--- config.mk ---
export PLATFORM = sky130hd
export DESIGN_NAME = paced_out_engine
export DESIGN_NICKNAME = d
export VERILOG_FILES = /design/src/rtl/po_pkg.sv /design/src/rtl/po_pacer.sv /design/src/rtl/po_fifo.sv /design/src/rtl/po_seq.sv /design/src/rtl/paced_out_engine.sv
export SDC_FILE = /design/constraint.sdc
export NUM_CORES = 2
export LEC_CHECK = 0
export BUFFER_PORTS_ARGS = -buffer_cell sky130_fd_sc_hd__clkbuf_2
export CORE_UTILIZATION = 40
export DETAILED_ROUTE_END_ITERATION = 8
export PLACE_DENSITY = 0.55
export SYNTH_ARGS = -nofsm -noshare
export SYNTH_HDL_FRONTEND = slang
export SYNTH_SLANG_ARGS = --single-unit
--- constraint.sdc ---
create_clock -name clk -period 4.1 [get_ports clk]
set_input_delay 0.41 -clock clk [delete_from_list [all_inputs] [get_ports clk]]
set_output_delay 0.41 -clock clk [all_outputs]
set_load 0.03 [all_outputs]
--- src/rtl/po_pkg.sv ---
package po_pkg;

  typedef enum logic [1:0] {
    M_PACE    = 2'd0,
    M_HSHK    = 2'd1,
    M_BURST   = 2'd2,
    M_PATTERN = 2'd3
  } mode_e;

  typedef enum logic [1:0] {
    S_IDLE  = 2'd0,
    S_ARMED = 2'd1,
    S_RUN   = 2'd2
  } phase_e;

  // Start gate decision from the selector and the two conditions.
  function automatic logic gate_open(input logic [1:0] sel,
                                     input logic trig_ok,
                                     input logic lvl_ok);
    case (sel)
      2'd0:    return 1'b1;
      2'd1:    return trig_ok;
      2'd2:    return lvl_ok;
      default: return trig_ok && lvl_ok;
    endcase
  endfunction

  // Number of live data lanes for a width code.
  function automatic int lane_bits(input logic [1:0] code);
    case (code)
      2'd0:    return 8;
      2'd1:    return 16;
      default: return 32;
    endcase
  endfunction

endpackage

--- src/rtl/po_pacer.sv ---
module po_pacer (
  input  logic       clk,
  input  logic       rst_n,
  input  logic       run,
  input  logic [1:0] rate_sel,
  input  logic       timer_tick,
  output logic       tick
);

  logic half_ph;

  // Half-rate phase restarts with every run.
  always_ff @(posedge clk or negedge rst_n) begin
    if (!rst_n) half_ph <= 1'b0;
    else        half_ph <= run ? ~half_ph : 1'b0;
  end

  always_comb begin
    case (rate_sel)
      2'd0:    tick = 1'b1;
      2'd1:    tick = half_ph;
      default: tick = timer_tick;
    endcase
  end

endmodule

--- src/rtl/po_fifo.sv ---
module po_fifo #(
  parameter int DATA_W = 32,
  parameter int DEPTH  = 64,
  localparam int AW    = (DEPTH > 1) ? $clog2(DEPTH) : 1,
  localparam int CW    = $clog2(DEPTH + 1)
) (
  input  logic              clk,
  input  logic              rst_n,
  input  logic              wr_en,
  input  logic [DATA_W-1:0] wr_data,
  input  logic              pop,
  input  logic              pat_step,
  input  logic              pat_rst,
  output logic [DATA_W-1:0] head_data,
  output logic [DATA_W-1:0] pat_data,
  output logic [CW-1:0]     count,
  output logic              empty,
  output logic              full
);

  logic [DATA_W-1:0] mem [DEPTH];
  logic [AW-1:0]     wr_ptr, rd_ptr, pat_ptr;
  logic              push;

  function automatic logic [AW-1:0] step_ptr(input logic [AW-1:0] p);
    return (p == AW'(DEPTH - 1)) ? '0 : p + 1'b1;
  endfunction

  assign empty     = (count == '0);
  assign full      = (count == CW'(DEPTH));
  assign push      = wr_en && !full;
  assign head_data = mem[rd_ptr];
  assign pat_data  = mem[pat_ptr];

  always_ff @(posedge clk) begin
    if (push) mem[wr_ptr] <= wr_data;
  end

  always_ff @(posedge clk or negedge rst_n) begin
    if (!rst_n) begin
      wr_ptr  <= '0;
      rd_ptr  <= '0;
      pat_ptr <= '0;
      count   <= '0;
    end else begin
      if (push) wr_ptr <= step_ptr(wr_ptr);
      if (pop)  rd_ptr <= step_ptr(rd_ptr);
      count <= count + CW'(push) - CW'(pop);
      // Pattern pointer walks oldest..newest and wraps to the oldest.
      if (pat_rst)
        pat_ptr <= rd_ptr;
      else if (pat_step)
        pat_ptr <= (step_ptr(pat_ptr) == wr_ptr) ? rd_ptr : step_ptr(pat_ptr);
    end
  end

  // the sequencer never drains an empty FIFO.
  p_no_pop_empty_r6: assert property (@(posedge clk) disable iff (!rst_n)
    pop |-> !empty);

endmodule

--- src/rtl/po_seq.sv ---
module po_seq
  import po_pkg::*;
#(
  parameter int DATA_W = 32,
  parameter int CW     = 7
) (
  input  logic              clk,
  input  logic              rst_n,
  input  logic [1:0]        cfg_mode,
  input  logic [1:0]        cfg_gate,
  input  logic [1:0]        cfg_width,
  input  logic              cfg_trig_stop,
  input  logic [CW-1:0]     cfg_ae_level,
  input  logic              go,
  input  logic              stop,
  input  logic              trig,
  input  logic              ack,
  input  logic              tick,
  input  logic [CW-1:0]     count,
  input  logic              empty,
  input  logic [DATA_W-1:0] head_data,
  input  logic [DATA_W-1:0] pat_data,
  output logic              pop,
  output logic              pat_step,
  output logic              pat_rst,
  output logic              running,
  output logic [DATA_W-1:0] dout_q,
  output logic              req_q,
  output logic              underrun_q
);

  mode_e  mode;
  phase_e st, st_n;
  logic   hs, hs_n;
  logic   lvl_ok, go_clr, halt_trig, under_evt, req_n;

  function automatic logic [DATA_W-1:0] fit_width(input logic [DATA_W-1:0] w,
                                                  input logic [1:0] code);
    logic [DATA_W-1:0] r;
    int keep;
    keep = lane_bits(code);
    for (int i = 0; i < DATA_W; i++) r[i] = (i < keep) ? w[i] : 1'b0;
    return r;
  endfunction

  assign mode      = mode_e'(cfg_mode);
  assign lvl_ok    = (count > cfg_ae_level);
  assign go_clr    = (st == S_IDLE) && go && !stop;
  assign halt_trig = (mode == M_PATTERN) && cfg_trig_stop && !trig;
  assign running   = (st == S_RUN);
  assign pat_rst   = (st != S_RUN);

  always_comb begin
    st_n      = st;
    hs_n      = hs;
    pop       = 1'b0;
    pat_step  = 1'b0;
    under_evt = 1'b0;
    if (stop) begin
      st_n = S_IDLE;
    end else begin
      case (st)
        S_IDLE:  if (go) st_n = S_ARMED;
        S_ARMED: if (gate_open(cfg_gate, trig, lvl_ok)) st_n = S_RUN;
        S_RUN: begin
          if (halt_trig) begin
            st_n = S_IDLE;
          end else begin
            case (mode)
              M_PACE: if (tick) begin
                if (empty) under_evt = 1'b1;
                else       pop       = 1'b1;
              end
              M_HSHK: begin
                if (!hs && !ack) begin
                  if (empty) under_evt = 1'b1;
                  else begin
                    pop  = 1'b1;
                    hs_n = 1'b1;
                  end
                end else if (hs && ack) begin
                  hs_n = 1'b0;
                end
              end
              M_BURST: if (tick && ack) begin
                if (empty) under_evt = 1'b1;
                else       pop       = 1'b1;
              end
              default: if (tick && !empty) pat_step = 1'b1;
            endcase
          end
        end
        default: st_n = S_IDLE;
      endcase
    end
    if (st_n != S_RUN) hs_n = 1'b0;
  end

  always_comb begin
    case (mode)
      M_HSHK:  req_n = hs_n;
      M_BURST: req_n = (st_n == S_RUN);
      default: req_n = pop || pat_step;
    endcase
  end

  always_ff @(posedge clk or negedge rst_n) begin
    if (!rst_n) begin
      st         <= S_IDLE;
      hs         <= 1'b0;
      dout_q     <= '0;
      req_q      <= 1'b0;
      underrun_q <= 1'b0;
    end else begin
      st    <= st_n;
      hs    <= hs_n;
      req_q <= req_n;
      if (pop)           dout_q <= fit_width(head_data, cfg_width);
      else if (pat_step) dout_q <= fit_width(pat_data, cfg_width);
      if (go_clr)         underrun_q <= 1'b0;
      else if (under_evt) underrun_q <= 1'b1;
    end
  end

  // request rises only after acknowledge was low.
  p_hs_raise_after_release_r4: assert property (@(posedge clk) disable iff (!rst_n)
    (mode == M_HSHK && $rose(req_q)) |-> !$past(ack));

  // while running, request drops only after acknowledge was seen.
  p_hs_drop_on_ack_r4: assert property (@(posedge clk) disable iff (!rst_n)
    (mode == M_HSHK && $fell(req_q) && st == S_RUN) |-> $past(ack));

  // the underrun flag holds until a new run is accepted.
  p_underrun_sticky_r6: assert property (@(posedge clk) disable iff (!rst_n)
    ($past(underrun_q) && !$past(go_clr)) |-> underrun_q);

  // data bus frozen while the gate is pending.
  p_hold_while_armed_r10: assert property (@(posedge clk) disable iff (!rst_n)
    (st == S_ARMED) |=> $stable(dout_q));

endmodule

--- src/rtl/paced_out_engine.sv ---
module paced_out_engine #(
  parameter int DATA_W = 32,
  parameter int DEPTH  = 64,
  localparam int CW    = $clog2(DEPTH + 1)
) (
  input  logic              clk,
  input  logic              rst_n,
  input  logic              wr_en,
  input  logic [DATA_W-1:0] wr_data,
  input  logic [1:0]        cfg_mode,
  input  logic [1:0]        cfg_gate,
  input  logic [1:0]        cfg_width,
  input  logic [1:0]        cfg_rate,
  input  logic              cfg_trig_stop,
  input  logic [CW-1:0]     cfg_ae_level,
  input  logic              go,
  input  logic              stop,
  input  logic              trig,
  input  logic              ack,
  input  logic              timer_tick,
  output logic [DATA_W-1:0] dout,
  output logic              req,
  output logic              fifo_empty,
  output logic              fifo_full,
  output logic              underrun
);

  logic [DATA_W-1:0] head_data, pat_data;
  logic [CW-1:0]     count;
  logic              pop, pat_step, pat_rst, running, tick;

  po_pacer u_pacer (
    .clk        (clk),
    .rst_n      (rst_n),
    .run        (running),
    .rate_sel   (cfg_rate),
    .timer_tick (timer_tick),
    .tick       (tick)
  );

  po_fifo #(.DATA_W(DATA_W), .DEPTH(DEPTH)) u_fifo (
    .clk       (clk),
    .rst_n     (rst_n),
    .wr_en     (wr_en),
    .wr_data   (wr_data),
    .pop       (pop),
    .pat_step  (pat_step),
    .pat_rst   (pat_rst),
    .head_data (head_data),
    .pat_data  (pat_data),
    .count     (count),
    .empty     (fifo_empty),
    .full      (fifo_full)
  );

  po_seq #(.DATA_W(DATA_W), .CW(CW)) u_seq (
    .clk           (clk),
    .rst_n         (rst_n),
    .cfg_mode      (cfg_mode),
    .cfg_gate      (cfg_gate),
    .cfg_width     (cfg_width),
    .cfg_trig_stop (cfg_trig_stop),
    .cfg_ae_level  (cfg_ae_level),
    .go            (go),
    .stop          (stop),
    .trig          (trig),
    .ack           (ack),
    .tick          (tick),
    .count         (count),
    .empty         (fifo_empty),
    .head_data     (head_data),
    .pat_data      (pat_data),
    .pop           (pop),
    .pat_step      (pat_step),
    .pat_rst       (pat_rst),
    .running       (running),
    .dout_q        (dout),
    .req_q         (req),
    .underrun_q    (underrun)
  );

  // a pattern run leaves occupancy untouched when nothing is written.
  p_pattern_keeps_count_r7: assert property (@(posedge clk) disable iff (!rst_n)
    (running && cfg_mode == 2'd3 && !wr_en) |=> $stable(count));

endmodule

==> flow_summary.yaml <==
run:
  max_cap_viol_count: 0
placed_design:
  place_congestion: 0.880
  io_buffers: 91
  dpl_worst_slack_ps: 276
  post-dp-hpwl_microns: 222000
  place_area_sq_um: 105000
grt:
  track_usage_pct: 30.0
  grt_max_degree: 67
  grt-ovfl-total: 0
  grt_antenna_before_repair: 22
  grt_pass1_vias: 59024
  grt_pass1_wl_microns: 506000
setup_path:
  crit_fanout: 17
  cp_common_cell: "nand2_1"
  max_stage_delay_ps: 1050
  critPathBufInv: 3
  worst-path-stages: 9
  crit_type: "flip-flop to flip-flop"
  path_cells: "inv_1, ha_1, nor4bb_1, nand2_1, nand2_1, inv_2, nand3_1, nor2_4, buf_4"
  crit_arrival_ps: 4170
  path_delay_family: "simple AND/OR/NAND/NOR gates"
  slowest_stage: "nor2_4"
  endpoint_kind: "flip-flop"
  setup.worst_path.start_class: "flip-flop"
  required_ps: 4580
  rr_worst_depth: 9
synth:
  synthAdderAreaFrac_pct: 0.314
  syn_area_sq_um: 98000
  synthArstFlopShare_pct: 2.98
  ys_ff_latch: 2111
  synth_mux_area_share_pct: 26.5
  yosys_warnings: 0
  synth-compound-area-share_pct: 3.75
  ys_types: 75
  synthXorXnorAreaFrac_pct: 0.161
  ys.flop_type: "edfxtp_1"
  yosysSeqAreaShare_pct: 64.4
  syn_nets: 5047
  synth_top_family_by_area: "multiplexers"
  synth-edff-count: 2048
  syn_avg_cell_area_sq_um: 19.7
  synth-simple-area-share_pct: 2.67
  syn-instance-count: 4967
sta:
  setup_tns_ps: 0
  rsz0062_at_grt: "false"
  finalMaxSlewViolations: 0
  relSlewSlack_pct: 5.64
  max_freq_mhz: 271
  timing.hold.ws_ps: 58.2
  fin_skew_ps: 56.7
  min_period_ps: 3690
  setup_slack_ps: 413
  worst_pin_slew_ps: 1410
  hold_viol: 0
  fin_crit_sh_pct: 89.9
  setup_viol: 0
route:
  firstDrtPassIters: 6
  ant_nets: 0
  drc: 0
  vias: 59771
  wirelength_microns: 374000
  routed_via_density: 6.85
  drt_iter0_markers: 8682
  routedWlPerCell_microns: 42.9
clock_network:
  cts_buffer_depth: 3
  cts.sinks: 2111
  cts_made_buffers: 225
  path_clk_slew_ps: 60
  cts-hold-fix-buffers: 11
  cts_tree: "done"
  htree_num_levels: 4
  post-cts-setup-buffer-count: 0
  root_buffer: "clkbuf_16"
  cts_resized: 0
  clock_latency_ps: 900
floorplan:
  ios: 92
  die_w_microns: 497
  die_area_sq_um: 247000
  rows: 181
  die_h_microns: 497
  fp.coreArea_sq_um: 243000
  initial_core_util_pct: 40.3
cells_and_area:
  drive_above_1_share_pct: 36.3
  register_area_sq_um: 63100
  nNetsFinal: 5393
  area_growth_syn_to_layout_pct: 15.3
  final_area_sq_um: 113000
  multi_input_area_sq_um: 33200
  fill_cells: 20315
hold_path:
  hp-class: "input pin to flip-flop"
  hold_depth: 5
power_and_ir_drop:
  power.density_nw_per_um2: 646
  leakagePower_nw: 36.1
  power.total_mw: 72.9
  vdd.ir_drop.worst_uv: 382
status:
  run_status: "finished clean"
==> cell usage after synthesis, types with 49 or more instances <==
cell type     n  area, sq um
o22ai_1      62          388
a22oi_1      54          405
nand2_1     270         1010
edfxtp_1   2048        61500
buf_2       107          536
a21oi_1      59          295
mux4_2     1044        23500
o21ai_0      70          350
mux2i_1     229         2290
buf_4        61          458
nor2_1      164          616
a221oi_1     49          429
clkbuf_1    134          503
dfrtp_1      63         1580
==> sequential cells by signal (all words and copies together) (netlist names) <==
name,cells
u_seq.hs,1
u_seq.underrun_q,1
u_fifo.wr_ptr,6
u_fifo.rd_ptr,6
u_fifo.mem,2048
u_pacer.half_ph,1
u_fifo.pat_ptr,6
u_fifo.count,7
u_seq.req_q,1
u_seq.dout_q,32
u_seq.st,2
==> worst reg2reg max path: stages, from the launching register on <==
cell and delay, ps:
dfrtp_1 390, inv_1 70, ha_1 170, nor4bb_1 140, nand2_1 90, nand2_1 110
inv_2 250, nand3_1 340, nor2_4 1060, buf_4 640
==> final cells by class <==
type | count | share of cell area (%)
inverter | 37 | 0.137
clock buffer | 277 | 5.28
sequential | 2111 | 55.9
multi-input combinational | 2440 | 29.4
clock inverter | 148 | 1.63
antenna | 10 | 0.0222
tap | 3202 | 3.55
timing repair buffer | 498 | 4.10
==> stage by stage <==
step / std cells / util, %
after global routing: 8720 / 46.4
after detailed placement: 8277 / 43.1
final: 8723 / 46.4
after floorplan: 4967 / -
after global placement: 8277 / 43.1
after CTS: 8713 / 46.4
==> path summary, 6_finish.rpt <==
path                                  from           endpoint  slack, ps
setup / recovery           u_fifo.count[3]  u_fifo.mem[37][7]        410
hold / removal                       wr_en   u_fifo.wr_ptr[0]         60
setup reg to reg           u_fifo.count[3]  u_fifo.mem[37][7]        410
hold reg to reg            u_pacer.half_ph    u_pacer.half_ph        430
max in group asynchronous            rst_n    u_seq.dout_q[7]       2970
min in group asynchronous            rst_n   u_seq.dout_q[27]        180
==> report_power, final <==
part / leakage, nW / internal, mW / switching [mW]
Sequential: 19.2 / 24.6 / 1.04
Clock: 3.80 / 12.7 / 8.98
Combinational: 13.1 / 12.1 / 13.6
Total: 36.1 / 49.4 / 23.6
==> cell usage in the layout, fill, tap and decap left out, types with 37 or more instances in the layout <==
| cell | instances |
|---|---|
| edfxtp_1 | 2048 |
| mux4_2 | 1044 |
| buf_4 | 310 |
| nand2_1 | 269 |
| mux2i_1 | 229 |
| clkbuf_16 | 228 |
| nor2_1 | 92 |
| clkbuf_2 | 90 |
| buf_12 | 87 |
| o21ai_0 | 70 |
| nor2_4 | 65 |
| o22ai_1 | 62 |
| a21oi_1 | 59 |
| a22oi_1 | 54 |
| dfrtp_1 | 51 |
| clkinv_2 | 50 |
| a221oi_1 | 49 |
| nand3_1 | 42 |
| clkbuf_1 | 42 |
| bufinv_16 | 37 |
==> metal layers <==
layer	GRT usage (%)	up-vias	share of wire [%]
met5	0	-	0.043
met4	13.9	18	5.3
met3	6.70	848	11
met2	46.1	4013	46
met1	40.8	32684	38
li1	-	22208	-
==> cell families after synthesis <==
group / after synthesis
XOR/XNOR: 18
AND/OR/NAND/NOR: 597
buffers and inverters: 416
adder cells (fa/ha/maj): 24
flip-flops: 2111
multiplexers: 1285
AO/OA/AOI/OAI: 516
Note: power is estimated with default switching activity, not from simulation.
